===== config.mk =====
export PLATFORM = sky130hd
export DESIGN_NAME = ocu_top
export DESIGN_NICKNAME = d
export VERILOG_FILES = /design/src/rtl/ocu_pkg.sv /design/src/rtl/ocu_cmp_chan.sv /design/src/rtl/ocu_flag_bank.sv /design/src/rtl/ocu_pin_ctrl.sv /design/src/rtl/ocu_top.sv
export SDC_FILE = /design/constraint.sdc
export NUM_CORES = 1
export LEC_CHECK = 0
export ABC_AREA = 1
export CAP_MARGIN = 20
export CORE_MARGIN = 2
export CORE_UTILIZATION = 65
export CTS_CLUSTER_DIAMETER = 40
export DETAILED_ROUTE_END_ITERATION = 8
export DONT_BUFFER_PORTS = 1
export PLACE_DENSITY_LB_ADDON = 0.2
export SYNTH_ARGS = -nofsm -noshare
export SYNTH_HDL_FRONTEND = slang
export SYNTH_SLANG_ARGS = --single-unit
export TNS_END_PERCENT = 10

===== constraint.sdc =====
create_clock -name clk -period 3.23 [get_ports clk]
set_clock_uncertainty 0.15 [all_clocks]
set_input_delay 0.646 -clock clk [delete_from_list [all_inputs] [get_ports clk]]
set_output_delay 0.646 -clock clk [all_outputs]
set_load 0.005 [all_outputs]

===== src/rtl/ocu_pkg.sv =====
package ocu_pkg;

    // Pin action selected per slave channel
    typedef enum logic [1:0] {
        PA_KEEP   = 2'b00,
        PA_INVERT = 2'b01,
        PA_CLEAR  = 2'b10,
        PA_SET    = 2'b11
    } pin_act_e;

    // One channel's firing cause in a cycle
    typedef struct packed {
        logic hit;     // compare equal to counter
        logic kick;    // forced by software
    } fire_t;

    function automatic logic apply_act(input pin_act_e a, input logic cur);
        logic r;
        case (a)
            PA_INVERT: r = ~cur;
            PA_CLEAR:  r = 1'b0;
            PA_SET:    r = 1'b1;
            default:   r = cur;
        endcase
        return r;
    endfunction

    function automatic logic fired(input fire_t f);
        return f.hit | f.kick;
    endfunction

endpackage


===== src/rtl/ocu_cmp_chan.sv =====
module ocu_cmp_chan #(
    parameter int TW = 16
) (
    input  logic          clk,
    input  logic          rst,
    input  logic [TW-1:0] tcnt,
    input  logic          ld_en,
    input  logic [TW-1:0] ld_val,
    output logic [TW-1:0] active,
    output logic          hit
);
    logic [TW-1:0] hold_q;
    logic          pend_q;
    logic          xfer;

    // Transfer only when the counter is away from the pending value
    assign xfer = pend_q && (hold_q != tcnt);

    always_ff @(posedge clk) begin
        if (rst) begin
            hold_q <= '0;
            pend_q <= 1'b0;
            active <= '0;
        end else begin
            if (xfer) begin
                active <= hold_q;
            end
            if (ld_en) begin
                hold_q <= ld_val;
                pend_q <= 1'b1;
            end else if (xfer) begin
                pend_q <= 1'b0;
            end
        end
    end

    assign hit = (active == tcnt);

endmodule


===== src/rtl/ocu_flag_bank.sv =====
module ocu_flag_bank #(
    parameter int NCH = 4
) (
    input  logic           clk,
    input  logic           rst,
    input  logic [NCH-1:0] set_vec,
    input  logic [NCH-1:0] clr_vec,
    input  logic [NCH-1:0] ie_vec,
    output logic [NCH-1:0] flag,
    output logic [NCH-1:0] irq
);
    genvar k;
    generate
        for (k = 0; k < NCH; k++) begin : g_flag
            always_ff @(posedge clk) begin
                if (rst) begin
                    flag[k] <= 1'b0;
                end else if (set_vec[k]) begin
                    flag[k] <= 1'b1;
                end else if (clr_vec[k]) begin
                    flag[k] <= 1'b0;
                end
            end
            assign irq[k] = flag[k] & ie_vec[k];
        end
    endgenerate

endmodule


===== src/rtl/ocu_pin_ctrl.sv =====
module ocu_pin_ctrl
    import ocu_pkg::*;
#(
    parameter int NCH = 4,
    localparam int AFW = 2 * (NCH - 1)
) (
    input  logic           clk,
    input  logic           rst,
    input  fire_t          fire [NCH],
    input  logic [AFW-1:0] act_fields,
    input  logic [NCH-1:0] mmask,
    input  logic [NCH-1:0] mdata,
    output logic [NCH-1:0] pin
);
    logic [NCH-1:0] slave_nxt;
    logic [NCH-1:0] pin_nxt;
    logic           master_go;

    assign master_go = fired(fire[0]);

    // Pin 0 has no slave action of its own
    assign slave_nxt[0] = pin[0];

    genvar k;
    generate
        for (k = 1; k < NCH; k++) begin : g_slave
            pin_act_e a;
            assign a = pin_act_e'(act_fields[2*k-1 -: 2]);
            assign slave_nxt[k] = fired(fire[k]) ? apply_act(a, pin[k]) : pin[k];
        end
        for (k = 0; k < NCH; k++) begin : g_merge
            // Master wins over a slave on the same pin
            assign pin_nxt[k] = (master_go && mmask[k]) ? mdata[k] : slave_nxt[k];
        end
    endgenerate

    always_ff @(posedge clk) begin
        if (rst) begin
            pin <= '0;
        end else begin
            pin <= pin_nxt;
        end
    end

endmodule


===== src/rtl/ocu_top.sv =====
module ocu_top
    import ocu_pkg::*;
#(
    parameter int NCH = 4,
    parameter int TW  = 16,
    parameter int AW  = 4
) (
    input  logic           clk,
    input  logic           rst,
    input  logic [TW-1:0]  tcnt,
    input  logic           wr_en,
    input  logic [AW-1:0]  wr_addr,
    input  logic [TW-1:0]  wr_data,
    output logic [NCH-1:0] oc_pin,
    output logic [NCH-1:0] oc_flag,
    output logic [NCH-1:0] oc_irq
);
    localparam int AFW = 2 * (NCH - 1);
    localparam logic [AW-1:0] A_ACT   = AW'(NCH);
    localparam logic [AW-1:0] A_MMASK = AW'(NCH + 1);
    localparam logic [AW-1:0] A_MDATA = AW'(NCH + 2);
    localparam logic [AW-1:0] A_IE    = AW'(NCH + 3);
    localparam logic [AW-1:0] A_FCLR  = AW'(NCH + 4);
    localparam logic [AW-1:0] A_FORCE = AW'(NCH + 5);

    logic [AFW-1:0]   act_q;
    logic [NCH-1:0]   mmask_q;
    logic [NCH-1:0]   mdata_q;
    logic [NCH-1:0]   ie_q;
    logic [NCH-1:0]   match_vec;
    logic [NCH-1:0]   clr_vec;
    logic [NCH-1:0]   kick_vec;
    logic [NCH*TW-1:0] active_flat;
    logic             master_evt;
    fire_t            fire [NCH];

    // Configuration registers
    always_ff @(posedge clk) begin
        if (rst) begin
            act_q   <= '0;
            mmask_q <= '0;
            mdata_q <= '0;
            ie_q    <= '0;
        end else if (wr_en) begin
            case (wr_addr)
                A_ACT:   act_q   <= wr_data[AFW-1:0];
                A_MMASK: mmask_q <= wr_data[NCH-1:0];
                A_MDATA: mdata_q <= wr_data[NCH-1:0];
                A_IE:    ie_q    <= wr_data[NCH-1:0];
                default: ;
            endcase
        end
    end

    assign clr_vec  = (wr_en && wr_addr == A_FCLR)  ? wr_data[NCH-1:0] : '0;
    assign kick_vec = (wr_en && wr_addr == A_FORCE) ? wr_data[NCH-1:0] : '0;

    genvar k;
    generate
        for (k = 0; k < NCH; k++) begin : g_chan
            logic          ld;
            logic [TW-1:0] act_val;
            assign ld = wr_en && (wr_addr == AW'(k));
            ocu_cmp_chan #(.TW(TW)) u_chan (
                .clk    (clk),
                .rst    (rst),
                .tcnt   (tcnt),
                .ld_en  (ld),
                .ld_val (wr_data),
                .active (act_val),
                .hit    (match_vec[k])
            );
            assign active_flat[k*TW +: TW] = act_val;
            assign fire[k].hit  = match_vec[k];
            assign fire[k].kick = kick_vec[k];
        end
    endgenerate

    assign master_evt = fired(fire[0]);

    ocu_flag_bank #(.NCH(NCH)) u_flags (
        .clk     (clk),
        .rst     (rst),
        .set_vec (match_vec),
        .clr_vec (clr_vec),
        .ie_vec  (ie_q),
        .flag    (oc_flag),
        .irq     (oc_irq)
    );

    ocu_pin_ctrl #(.NCH(NCH)) u_pins (
        .clk        (clk),
        .rst        (rst),
        .fire       (fire),
        .act_fields (act_q),
        .mmask      (mmask_q),
        .mdata      (mdata_q),
        .pin        (oc_pin)
    );

endmodule


* Word level (Yosys, flattened, before mapping) *
Index checks and enable logic that the tools add are counted.

storage, ports and cells
  register bits after elaboration = 158
  latch bits = 0
  bits in writable memories = 0
  ROM bits = 0
  input port bits = 39
  output and inout bits = 12
  logic and storage cells = 124
  memories kept = 0

operators by class
  add/subtract/negate cells = 0
  multiply operators = 0
  div/mod/pow operators = 0
  magnitude comparators = 0
  equal/unequal tests = 26
  shifts and indexed selects = 0
  mux-type cells = 27
  bitwise gates (word level) = 11
  reductions and logical operators = 36

operator list
  kind                number
  $eq 16x16->1        4
  $ne 16x16->1        4
  $mux 1              22
  $reduce_bool 2->1   11
  $eq 4x3->1 const B  4
  $logic_and 1x1->1   14
  $reduce_and 2->1    7
  $eq 2x2->1 const B  6
  $reduce_bool 4->1   3
  $pmux 1 s3          3
  $eq 4x2->1 const B  2
  $eq 4x4->1 const B  2
  $mux 4              2
  $eq 2x1->1 const B  3
  $and 1x1->1         4
  $eq 4x1->1 const B  1
  $logic_not 4->1     1
  $or 1x1->1          4
  $not 1->1           3

* Depth between registers and ports, before layout *
Gate-level depths: netlist (run 1).

  depth in word-level cells = 7
  mapped depth = 14
  gate-level depth less buffers = 13

* By module *
A second synthesis (run 1) with hierarchy kept.

second synthesis, totals
  cells, all modules = 1327
  area total of the unflattened synthesis = 8584.5 µm²

modules (own cells, without submodules)
  module         times used  cells an instance  area each (µm²)  seq. area each (µm²)
  ocu_cmp_chan   4           272                1783.0           660.6
  ocu_top        1           128                838.3            360.3
  ocu_pin_ctrl   1           83                 439.2            80.1
  ocu_flag_bank  1           28                 175.2            80.1

* Worst setup path before layout (run 1) *
Ideal clock, no wire load.

  path kind = input -> register
  start point = input port tcnt[7]
  end point = register g_chan[2].u_chan.active[10]
  setup time = 0.113 ns
  arrival = 1.751 ns
  required time = 2.967 ns
  slack = 1.216 ns
  stages on the path = 11
  buffers on the path = 2
  path through = buf_4 -> xor2_1 -> nor3_1 -> nand3_1 -> nor2_1 -> nand2_2 -> nand2_4 -> inv_4 -> buf_6 -> nor2_2 -> nor2_1

between the ends
  cells in the longest elaborated chain, start to end = 2

RTL lines
  item                  line                text
  start, declared       ocu_top.sv:10       input logic [TW-1:0] tcnt,
  $ne 16x16->1          ocu_cmp_chan.sv:17  assign xfer = pend_q && (hold_q != tcnt);
  $logic_and 1x1->1     ocu_cmp_chan.sv:17
  end signal, assigned  ocu_cmp_chan.sv:26  active <= hold_q;
  end, declared         ocu_cmp_chan.sv:9   output logic [TW-1:0] active,

No other way between the ends.
A chain may end at the register's enable or synchronous reset.

* Worst setup path after layout (run 1) *
  start point = register g_chan[0].u_chan.hold_q[3]
  end point = register g_chan[0].u_chan.active[2]

between the ends
  cells in the longest elaborated chain, start to end = 2

RTL lines
  item                    line                text
  start, declared         ocu_cmp_chan.sv:12  logic [TW-1:0] hold_q;
  start signal, assigned  ocu_cmp_chan.sv:29  hold_q <= ld_val;
  $ne 16x16->1            ocu_cmp_chan.sv:17
  $logic_and 1x1->1       ocu_cmp_chan.sv:17
  end signal, assigned    ocu_cmp_chan.sv:26
  end, declared           ocu_cmp_chan.sv:9

No other way between the ends.

==> results of run 1 <==
## Yosys cell counts
master,n
clkbuf_1,27
clkinv_2,1
or2_2,8
clkinv_1,4
a21oi_2,1
or3_1,1
or2_0,1
clkbuf_2,1
nor2_1,181
ha_1,3
buf_4,11
nand2_1,209
inv_4,2
a21oi_1,86
o21ai_1,12
inv_1,76
o21ai_0,108
or2_1,1
inv_2,6
buf_6,10
nand4_1,17
nand2_2,4
nand3_1,50
nand2_4,5
nor3_2,2
dfxtp_1,158
xor2_1,18
nor2_2,24
nor3_1,5
buf_1,2
buf_2,4
xnor2_1,58
## layout make-up
| type | instances | area (sq um) |
|---|---|---|
| Multi-Input combinational cell | 794 | 3909 |
| Fill cell | 961 | 3283 |
| Sequential cell | 158 | 3163 |
| Clock buffer | 26 | 509.2 |
| Inverter | 89 | 340.3 |
| Tap cell | 143 | 178.9 |
| Clock inverter | 6 | 80.08 |
| Timing Repair Buffer | 7 | 52.55 |
## worst max-delay path, cell delays in order (launching register included)
cell and delay [ps]:
dfxtp_1 330, xnor2_1 200, nand4_1 220, nor2_2 240, nand2_4 200, nand2_4 270, nand2_1 120, a21oi_1 140
## where the power goes
group / switching (mW) / internal, mW / leakage, nW
Clock: 0.764 / 1.24 / 0.294
Sequential: 0.0263 / 1.98 / 1.28
Combinational: 0.138 / 0.0998 / 1.70
Total: 0.928 / 3.31 / 3.27
## stage by stage
step	utilization (%)	instance area (sq um)
after detailed placement	66.37	7644
after global placement	66.37	7644
after CTS	71.49	8233
final	71.49	8233
after floorplan	-	7741
after global routing	71.49	8233
## layer usage
| metal | share of wire (%) | wire length [microns] | up-vias | global-route usage [%] |
|---|---|---|---|---|
| li1 | - | - | 3432 | - |
| met5 | 0 | 0 | - | 0 |
| met2 | 45 | 9231 | 312 | 51.74 |
| met4 | 3.0 | 627 | 0 | 12.52 |
| met3 | 8.7 | 1787 | 55 | 7.606 |
| met1 | 44 | 8996 | 3155 | 43.53 |
## registers in the layout, summed over array words and instances, names as in the netlist
name	count
ie_q	4
g_chan.u_chan.active	64
u_flags.flag	4
act_q	6
g_chan.u_chan.hold_q	64
g_chan.u_chan.pend_q	4
mmask_q	4
mdata_q	4
u_pins.pin	4
## placed cells by master (no fill, tap or decap), drive strengths merged, types with 7 or more instances in the layout
cell type / Yosys / final
or2: 10 / 10
nor2: 205 / 205
nand3: 50 / 50
nor3: 7 / 7
clkinv: 5 / 9
a21oi: 87 / 87
xnor2: 58 / 58
buf: 27 / 7
xor2: 18 / 18
nand4: 17 / 17
o21ai: 120 / 120
inv: 84 / 84
nand2: 218 / 218
dfxtp: 158 / 158
clkbuf: 28 / 26
## cell families (layout without fill, tap and decap cells)
family / Yosys count / count (layout) / synth area share [%]
and+or+nand+nor: 508 / 508 / 27.98
adders and majority gates: 3 / 3 / 0.4849
xor gates and xnor gates: 76 / 76 / 8.599
DFF: 158 / 158 / 40.86
buffers and inverters: 144 / 128 / 8.647
AOI/OAI and AO/OA: 207 / 207 / 13.43
## worst max path at each step
stage	startpoint	endpoint	cells past startpoint
floorplan	tcnt[7]	g_chan[2].u_chan.active[10]	11
global placement	wr_addr[1]	u_pins.pin[2]	10
detailed placement	wr_addr[1]	u_pins.pin[2]	10
CTS	g_chan[3].u_chan.hold_q[8]	g_chan[3].u_chan.active[9]	8
global route	g_chan[3].u_chan.hold_q[0]	g_chan[3].u_chan.active[9]	7
finish	g_chan[0].u_chan.hold_q[3]	g_chan[0].u_chan.active[2]	7
==> metrics.txt, run 1 <==
outcome complete, but fails checks; failing checks DRC; Reg2Reg Capture Point g_chan[0].u_chan.active[2]; first-pass GRT wire length 32730 microns; die area 12800 sq um; Hold Buf Count CTS 0; initial drt markers 697; htree depth 4; clock root cell clkbuf_16; worst hold slack 137.2 ps; Vert. Die Dim 113.1 microns; Slew Limit Fails 0; DR vias/cell 5.686; dpl ws 912.2 ps; Final ANT Viol Nets 0; CP required 3430 ps; via count 6954; Reg2Reg Depth 7; Mapped Avg Cell Area 7.063 sq um; largest net degree at the start of global routing 46; number of buffers added for setup after CTS 0; CTS tree done; vias in the first global route 6542; Lkg Pwr 3.270 nW; Starting Density 67.22%; post-synthesis cell count 1096; Syn Nets 1138; RSZ-0062 raised after global routing no; num ports 51; DRC errors left 3; final std cells w/o fill 1223; post-cts resize count 0; Num CTS Buffers 17; total placed cells including tap cells 1191; Yosys reg bits 158; reg2reg start g_chan[0].u_chan.hold_q[3]; final hold vios 0; IO Port Bufs 0; setup ws final 1282 ps; CTS sink cnt 158; Cell Area, Synth 7741 sq um; router iterations before antenna repair 7; nets@finish 1109; peak supply drop 445.8 uV; Final GP Congestion 0.9467; Clock Latency Late Sink 420 ps; Yosys top cell by area dfxtp_1; Area contributors post-synth dfxtp_1, nand2_1, nor2_1, o21ai_0, xnor2_1; Synth cell types 32; initial antenna violation count 0; slew margin rel. 44.55%; crit path DAT 2150 ps; ant diodes 0; Pwr Total 4.242 mW; row count 39; GR Overflow Total 0; Max Clock Freq 513.3 MHz; clock slew at reported path FFs 60 ps; Synth top area share 40.86%; area delta synth->final 6.352%; PD cells 515.2 nW/um^2; hold path depth 1; Tot GR Track Use 32.66%; Final HPWL DP 13820 microns; final worst path period share 60.31%; CTS max path bufs 2; final setup vio count 0; share of cells above drive strength 1 8.241%; die extent in x 113.1 microns; core area 11520 sq um; hold_sp rst; Critical Path Sink Type register; Tightest Pin Transition 830.6 ps; MaxCap Viol Count 0; Hold Crit Endpoint u_flags.flag[0]; CP startpoint kind register; Routed WL per cell 16.88 microns; minimum clock period 1948 ps; critical path class reg -> reg; CP max FO 17; Ys Warns 0; setup_tns 0 ps; Total Wirelength 20640 microns; Reg2Reg Setup Slack 1280 ps; Worst Hold Class in -> reg; sequential fraction of the synthesis area 40.86%
Note: power is estimated with default switching activity, not from simulation.
==> inputs of run 2 (changes only) <==
--- a/config.mk
+++ b/config.mk
@@ -5,10 +5,10 @@
 export SDC_FILE = /design/constraint.sdc
 export NUM_CORES = 1
 export LEC_CHECK = 0
-export ABC_AREA = 1
+export ABC_AREA = 0
 export CAP_MARGIN = 20
 export CORE_MARGIN = 2
-export CORE_UTILIZATION = 65
+export CORE_UTILIZATION = 57
 export CTS_CLUSTER_DIAMETER = 40
 export DETAILED_ROUTE_END_ITERATION = 8
 export DONT_BUFFER_PORTS = 1
==> constraint.sdc (replaced) <==
create_clock -name clk -period 1.6 [get_ports clk]
set_clock_uncertainty 0.15 [all_clocks]
set_input_delay 0.32 -clock clk [delete_from_list [all_inputs] [get_ports clk]]
set_output_delay 0.32 -clock clk [all_outputs]
set_load 0.005 [all_outputs]
==> run 2 against run 1 <==
  * Highest routed layer unchanged
  * Clock power rose by 120%
  * Critical endpoint is now g_chan[2].u_chan.active[10]
  * The flow finishes with violations (hold timing, setup timing)
  * Die area increased by 8.8%
  * Utilization is 5.8 points higher
  * Global-route usage shrank 0.91 points
  * Total power increased by 110%
  * Maximum frequency shrank 1.4%
==> metrics.txt, run 2 <==
Final HPWL DP 13520 microns (-2.1%); largest net degree at the start of global routing 159 (+250%); Starting Density 58.45% (-8.8 points); Tightest Pin Transition 437.4 ps (-393.2 ps); sequential fraction of the synthesis area 42.71% (+1.9 points); clock slew at reported path FFs 60 ps (about the same); most frequent cell after synthesis dfxtp_1; nets@finish 980 (-12%); area occupied by multi-input gates 4170 sq um (+6.7%); area delta synth->final 32.27%; Synth cell types 36 (+13%); Reg2Reg Capture Point g_chan[2].u_chan.active[10]; final hold vios 91 (+91); DR vias/cell 5.663 (-0.40%); Max Clock Freq 506.0 MHz (-1.4%); fillcell total 811 (-16%); Area contributors post-synth dfxtp_1, mux2i_1, xor2_1, xnor2_1, nor2_1; register area 3196 sq um (+1.0%); via count 6360 (-8.5%); Post-Synth Simple-Gate Area 17.55% (-10 points); Slew Limit Fails 0 (unchanged); Final GP Congestion 0.8408 (-11%); Post-Place Cell Area 8157 sq um (+6.7%); Compound-Gate Fraction of Synth Area 5.288% (-8.1 points); most common cell after layout, fill and taps aside dfxtp_1; post-synthesis cell count 809 (-26%); PD cells 909.6 nW/um^2 (+77%); hold path depth 1 (unchanged); post-synthesis async set-or-reset flop share 0% (unchanged); RSZ-0062 raised after global routing yes; post-synthesis mux area share 13.25% (+13 points); Final Core Density 77.31% (+5.8 points); Critical Path Sink Type register; Lkg Pwr 4.498 nW (+38%); Worst Hold Class in -> reg; Yosys top cell by area dfxtp_1; IO Port Bufs 0 (unchanged); final worst path period share 123.5% (+63 points); row count 41 (+5.1%); router iterations before antenna repair 5 (-2); biggest regs g_chan.u_chan.active: 64 flops, g_chan.u_chan.hold_q: 64 flops, act_q: 6 flops; MaxCap Viol Count 0 (unchanged); Routed WL per cell 19.46 microns (+15%); slew margin rel. 70.60% (+26 points); Cell Area, Synth 7406 sq um (-4.3%); CP startpoint kind register; most frequent cells in the layout dfxtp_1, nor2_1, nand2_1; initial antenna violation count 0 (unchanged); htree depth 4 (unchanged); outcome complete, but fails checks; reg2reg start g_chan[2].u_chan.hold_q[11]; setup ws final -376.1 ps (-1658 ps); die area 13920 sq um (+8.8%); Clock Latency Late Sink 430 ps (about the same); Reg2Reg Depth 8 (+1); CP max FO 6 (-11); worst hold slack -161.2 ps (-298.4 ps); GR Overflow Total 0 (unchanged); critical path class reg -> reg; Mapped Avg Cell Area 9.154 sq um (+30%); Hold Crit Endpoint g_chan[3].u_chan.active[7]; CP required 1770 ps (-1660 ps); Tot GR Track Use 31.75% (-0.91 points); largest family of logic cells by synthesized area simple AND/OR/NAND/NOR gates; final setup vio count 72 (+72); Reg2Reg Setup Slack -380 ps (-1660 ps); xor/xnor share of the synthesized area 15.14% (+6.5 points); Num CTS Buffers 17 (unchanged); CTS tree done; Total Wirelength 21860 microns (+5.9%); Synth top area share 42.71% (+1.9 points); peak supply drop 1552 uV (+250%); num ports 51 (unchanged); number of flops mapped to enable cells by yosys 0 (unchanged); most common flop cell mapped by yosys dfxtp_1; Yosys reg bits 158 (unchanged); hold_sp rst; share of cells above drive strength 1 22.40% (+14 points); dpl ws -451.3 ps (-1364 ps); initial drt markers 582 (-16%); core area 12670 sq um (+10%); die extent in x 118.0 microns (+4.3%); CTS sink cnt 158 (unchanged); CTS max path bufs 2 (unchanged); crit path DAT 2140 ps (about the same); Final ANT Viol Nets 0 (unchanged); Commonest cells post-synth dfxtp_1, nor2_1, nand2_1, mux2i_1, xor2_1; Hold Buf Count CTS 66 (+66); Syn Nets 851 (-25%); Post-Synth Adder-Cell Area 0.5068% (+0.022 points); clock root cell clkbuf_16; Vert. Die Dim 118.0 microns (+4.3%); Design Area, Final 9796 sq um (+19%); Ys Warns 0 (unchanged); vias in the first global route 6582 (+0.61%); DRC errors left 0 (-3); first-pass GRT wire length 34530 microns (+5.5%); minimum clock period 1976 ps (+28.04 ps); ant diodes 0 (unchanged); failing checks hold timing, setup timing
## run 2: changes by cell type after synthesis, sizes merged, moves of 10 or more
cell	delta
nor2	-94
nand3	-41
xnor2	-10
a21oi	-29
mux2i	+98
or2	-10
nand2	-108
o21ai	-119
xor2	+62
nor4	+24
inv	-82
## run 2: stage by stage
stage,cells,TNS [ps],power [mW]
after floorplan,809,-14890,4.515
after global placement,1022,-20370,4.467
after detailed placement,1022,-21630,4.473
after CTS,1123,-19160,8.895
after global routing,1123,-26840,9.133
final,1123,-20050,8.910
## run 2: cells by family (layout without fill, tap and decap cells)
| kind of cell | count (synthesis) | count (layout) |
|---|---|---|
| simple gates | 292 | 292 |
| buf+inv | 59 | 201 |
| mux | 98 | 98 |
| fa+ha+maj | 3 | 3 |
| xor+xnor | 128 | 128 |
| compound gates | 71 | 71 |
| flops | 158 | 158 |
## run 2: how the worst max path moves through the flow
stage	from	end	slack, ps	depth (start not counted)
final	g_chan[2].u_chan.hold_q[11]	g_chan[2].u_chan.active[10]	-380	8
after global routing	g_chan[2].u_chan.hold_q[2]	g_chan[2].u_chan.active[11]	-510	7
after CTS	g_chan[2].u_chan.hold_q[13]	g_chan[2].u_chan.active[11]	-350	8
after detailed placement	g_chan[0].u_chan.active[6]	u_pins.pin[1]	-450	8
after global placement	g_chan[0].u_chan.active[6]	u_pins.pin[2]	-460	8
after floorplan	tcnt[3]	g_chan[1].u_chan.active[10]	-250	9
## run 2: layout make-up
type / count / area share, %
repair buffers: 167 / 15.88
multi-input cells: 592 / 42.57
well taps: 172 / 2.197
clock buffers: 23 / 5.084
clock inverters: 9 / 1.571
inverters: 2 / 0.07664
flip-flops and latches: 158 / 32.62
## run 2: critical path, cell delays in order, from the launching register on
cell,delay (ps)
dfxtp_1,320
xor2_1,170
nor4_2,310
buf_4,170
nand4_1,140
nand2_2,190
buf_12,150
mux2i_1,200
nor2_1,60
## run 2: repair_timing
item,CTS,global route
setup endpoints to repair,74,103
endpoints found under the hold margin,158,92
resized for setup,49,20
setup buffers,3,0
pin swaps,42,20
## run 2: per-layer routing
layer  wire length (microns)  track usage [%]  up-vias
li1                        -                -     2949
met4                    1120            16.11        0
met3                    1329            7.171       83
met2                   10750            54.32      243
met1                    8660            37.29     3085
met5                       0                0        -
## run 2: power breakdown
part           internal, mW  switching (mW)
Clock                  2.82            1.62
Sequential             3.97          0.0317
Combinational         0.260           0.203
==> inputs of run 3 (changes only) <==
--- a/config.mk
+++ b/config.mk
@@ -12,8 +12,10 @@
 export CTS_CLUSTER_DIAMETER = 40
 export DETAILED_ROUTE_END_ITERATION = 8
 export DONT_BUFFER_PORTS = 1
+export HOLD_SLACK_MARGIN = 0.1
 export PLACE_DENSITY_LB_ADDON = 0.2
 export SYNTH_ARGS = -nofsm -noshare
 export SYNTH_HDL_FRONTEND = slang
+export SYNTH_HIERARCHICAL = 1
 export SYNTH_SLANG_ARGS = --single-unit
 export TNS_END_PERCENT = 10
==> constraint.sdc (replaced) <==
create_clock -name clk -period 1.6 [get_ports clk]
set_clock_uncertainty 0.15 [all_clocks]
set_input_delay 0 -clock clk [delete_from_list [all_inputs] [get_ports clk]]
set_output_delay 0 -clock clk [all_outputs]
set_load 0.005 [all_outputs]
==> run 3 against run 2 <==
  * The run still ends with hold timing, setup timing left
  * Sequential power about the same
  * Total power shrank 5.5%
  * Area after synthesis is essentially flat
  * Critical path depth is 2 lower
  * Global-route usage decreased by 2.3 points
  * Count of clock-buffer cells in the layout rose by 3
  * Clock power shrank 12%
  * Worst hold slack worse by 350 ps
  * Largest cell class unchanged
==> metrics.txt, run 3 <==
worst hold slack -512.2 ps (-351.1 ps); MaxCap Viol Count 0 (unchanged); Final Core Density 76.99% (-0.32 points); CTS sink cnt 158 (unchanged); Clock Latency Late Sink 430 ps (about the same); Routed WL per cell 19.15 microns (-1.6%); setup ws final -465.2 ps (-89.11 ps); Starting Density 58.48% (about the same); row count 41 (unchanged); CP Launch Point g_chan[3].u_chan/hold_q[3]; Final GP Congestion 0.8706 (+3.5%); Final ANT Viol Nets 0 (unchanged); Final HPWL DP 12930 microns (-4.4%); CTS tree done; final worst path period share 129.1% (+5.6 points); IO Port Bufs 0 (unchanged); Tightest Pin Transition 498.2 ps (+60.79 ps); initial antenna violation count 1 (+1); GR Overflow Total 0 (unchanged); via count 5873 (-7.7%); Pwr Total 8.416 mW (-5.5%); htree depth 4 (unchanged); Worst Hold Class in -> reg; sequential fraction of the synthesis area 42.69% (about the same); Design Area, Final 9756 sq um (-0.41%); largest net degree at the start of global routing 168 (+5.7%); failing checks hold timing, setup timing; crit path DAT 2230 ps (+90 ps); CP required 1760 ps (about the same); most frequent cell after synthesis dfxtp_1; DRC errors left 0 (unchanged); critical path buffer and inverter count 1 (-1); final setup vio count 88 (+22%); PD cells 862.7 nW/um^2 (-5.2%); number of flops mapped to enable cells by yosys 0 (unchanged); critical path class reg -> reg; initial drt markers 450 (-23%); Syn Nets 788 (-7.4%); Total Wirelength 20400 microns (-6.7%); core area 12670 sq um (unchanged); Slowest cell on crit path o41ai_4; slew margin rel. 66.68% (-3.9 points); dpl ws -555.2 ps (-103.9 ps); die area 13930 sq um (about the same); CTS max path bufs 2 (unchanged); worst-path cell chain xnor2_2 > nand4_1 > o41ai_4 > buf_6 > mux2i_2 > nor2_1; clock root cell clkbuf_16; router iterations before antenna repair 5 (unchanged); area delta synth->final 31.66%; Tot GR Track Use 29.47% (-2.3 points); die extent in x 118.0 microns (about the same); Max Clock Freq 484.2 MHz (-4.3%); most frequent cells in the layout nor2_1, mux2i_1, dfxtp_1; Mapped Avg Cell Area 9.932 sq um (+8.5%); Critical Path Sink Type register; Synth top area share 42.69% (about the same); total placed cells including tap cells 967 (-5.4%); CP startpoint kind register; CP max FO 5 (-1); Yosys reg bits 158 (unchanged); Ys Warns 6 (+6); Synth cell types 33 (-8.3%); Lkg Pwr 4.042 nW (-10%); nets@finish 922 (-5.9%); minimum clock period 2065 ps (+89.11 ps); Slew Limit Fails 0 (unchanged); share of cells above drive strength 1 23.85% (+1.5 points); peak supply drop 712.4 uV (-54%); Num CTS Buffers 17 (unchanged); Cell Area, Synth 7410 sq um (about the same); final std cells w/o fill 1065 (-5.2%); post-synthesis async set-or-reset flop share 0% (unchanged); most common flop cell mapped by yosys dfxtp_1; biggest regs g_chan.u_chan/active: 64 flops, g_chan.u_chan/hold_q: 64 flops, act_q: 6 flops; post-synthesis cell count 746 (-7.8%); first-pass GRT wire length 31670 microns (-8.3%); DR vias/cell 5.515 (-2.6%); CP max stage delay 550 ps (+230 ps); final hold vios 131 (+44%); vias in the first global route 5912 (-10%); Post-Place Cell Area 8174 sq um (+0.21%); family with the most delay on the worst path compound AO/OA/AOI/OAI gates; ant diodes 0 (unchanged); Area contributors post-synth dfxtp_1, mux2i_1, xnor2_1, nor2_1, nand4_1; reg2reg start g_chan[3].u_chan/hold_q[3]; RSZ-0062 raised after global routing yes; Commonest cells post-synth dfxtp_1, mux2i_1, nor2_1, xnor2_1, nand4_1; hold_sp rst; clock slew at reported path FFs 60 ps (about the same); Vert. Die Dim 118.0 microns (about the same); Yosys top cell by area dfxtp_1; num ports 51 (unchanged); outcome complete, but fails checks
## run 3: changes by cell type in the layout (fill, tap and decap cells not counted), sizes merged, moves of 19 or more
| cell | change |
|---|---|
| mux2i | +41 |
| a21oi | -50 |
| xnor2 | +80 |
| nand2b | +19 |
| nand2 | -106 |
| nor2 | +28 |
| xor2 | -80 |
## run 3: final timing paths
| check | endpoint | slack [ps] | cells after the start |
|---|---|---|---|
| hold / removal | u_flags/flag[2] | -510 | 1 |
| hold reg to reg | u_pins/pin[3] | 340 | 2 |
| setup / recovery | g_chan[3].u_chan/active[8] | -470 | 6 |
| setup reg to reg | g_chan[3].u_chan/active[8] | -470 | 6 |
## run 3: metal layers
metal	GRT usage [%]	wire (microns)	up-vias
li1	-	-	2810
met1	35.67	8479	2874
met2	51.45	10430	155
met3	6.250	1060	34
met4	10.77	430	0
met5	0	0	-
## run 3: layout make-up
cell class | count | area (sq um)
timing repair buffer | 149 | 1361
inverter | 4 | 15.01
clock buffer | 26 | 519.2
fill | 855 | 2915
clock inverter | 6 | 55.05
sequential | 158 | 3216
tap | 172 | 215.2
multi-input combinational | 550 | 4374
## run 3: repair_timing
action / in CTS / in global routing
setup buffers: 7 / 1
setup endpoints to repair: 73 / 119
hold buffers: 49 / 8
pin swaps: 49 / 29
cloned: 1 / 0
endpoints found under the hold margin: 158 / 153
gates resized for setup: 51 / 34
## run 3: cell families (layout without fill, tap and decap cells)
group | count (synthesis) | after routing | share of synthesized area [%]
AOI/OAI and AO/OA | 41 | 41 | 4.695
xor gates and xnor gates | 128 | 128 | 15.13
and+or+nand+nor | 239 | 239 | 15.69
buffers and inverters | 38 | 185 | 2.516
DFF | 158 | 158 | 42.69
muxes | 139 | 139 | 18.78
adders and majority gates | 3 | 3 | 0.5066
## run 3: metrics by stage
stage / setup TNS [ps] / hold slack (ps)
after floorplan: -24740 / -80.93
after global placement: -19750 / -67.21
after detailed placement: -21260 / -65.35
after CTS: -27660 / -518.4
after global routing: -35860 / -518.4
final: -29560 / -512.2
## run 3: report_power, final
| group | internal, mW | leakage, nW | total (mW) | switching (mW) |
|---|---|---|---|---|
| Sequential | 3.96 | 1.30 | 3.99 | 0.0226 |
| Combinational | 0.308 | 2.46 | 0.525 | 0.217 |
| Clock | 2.37 | 0.290 | 3.90 | 1.53 |
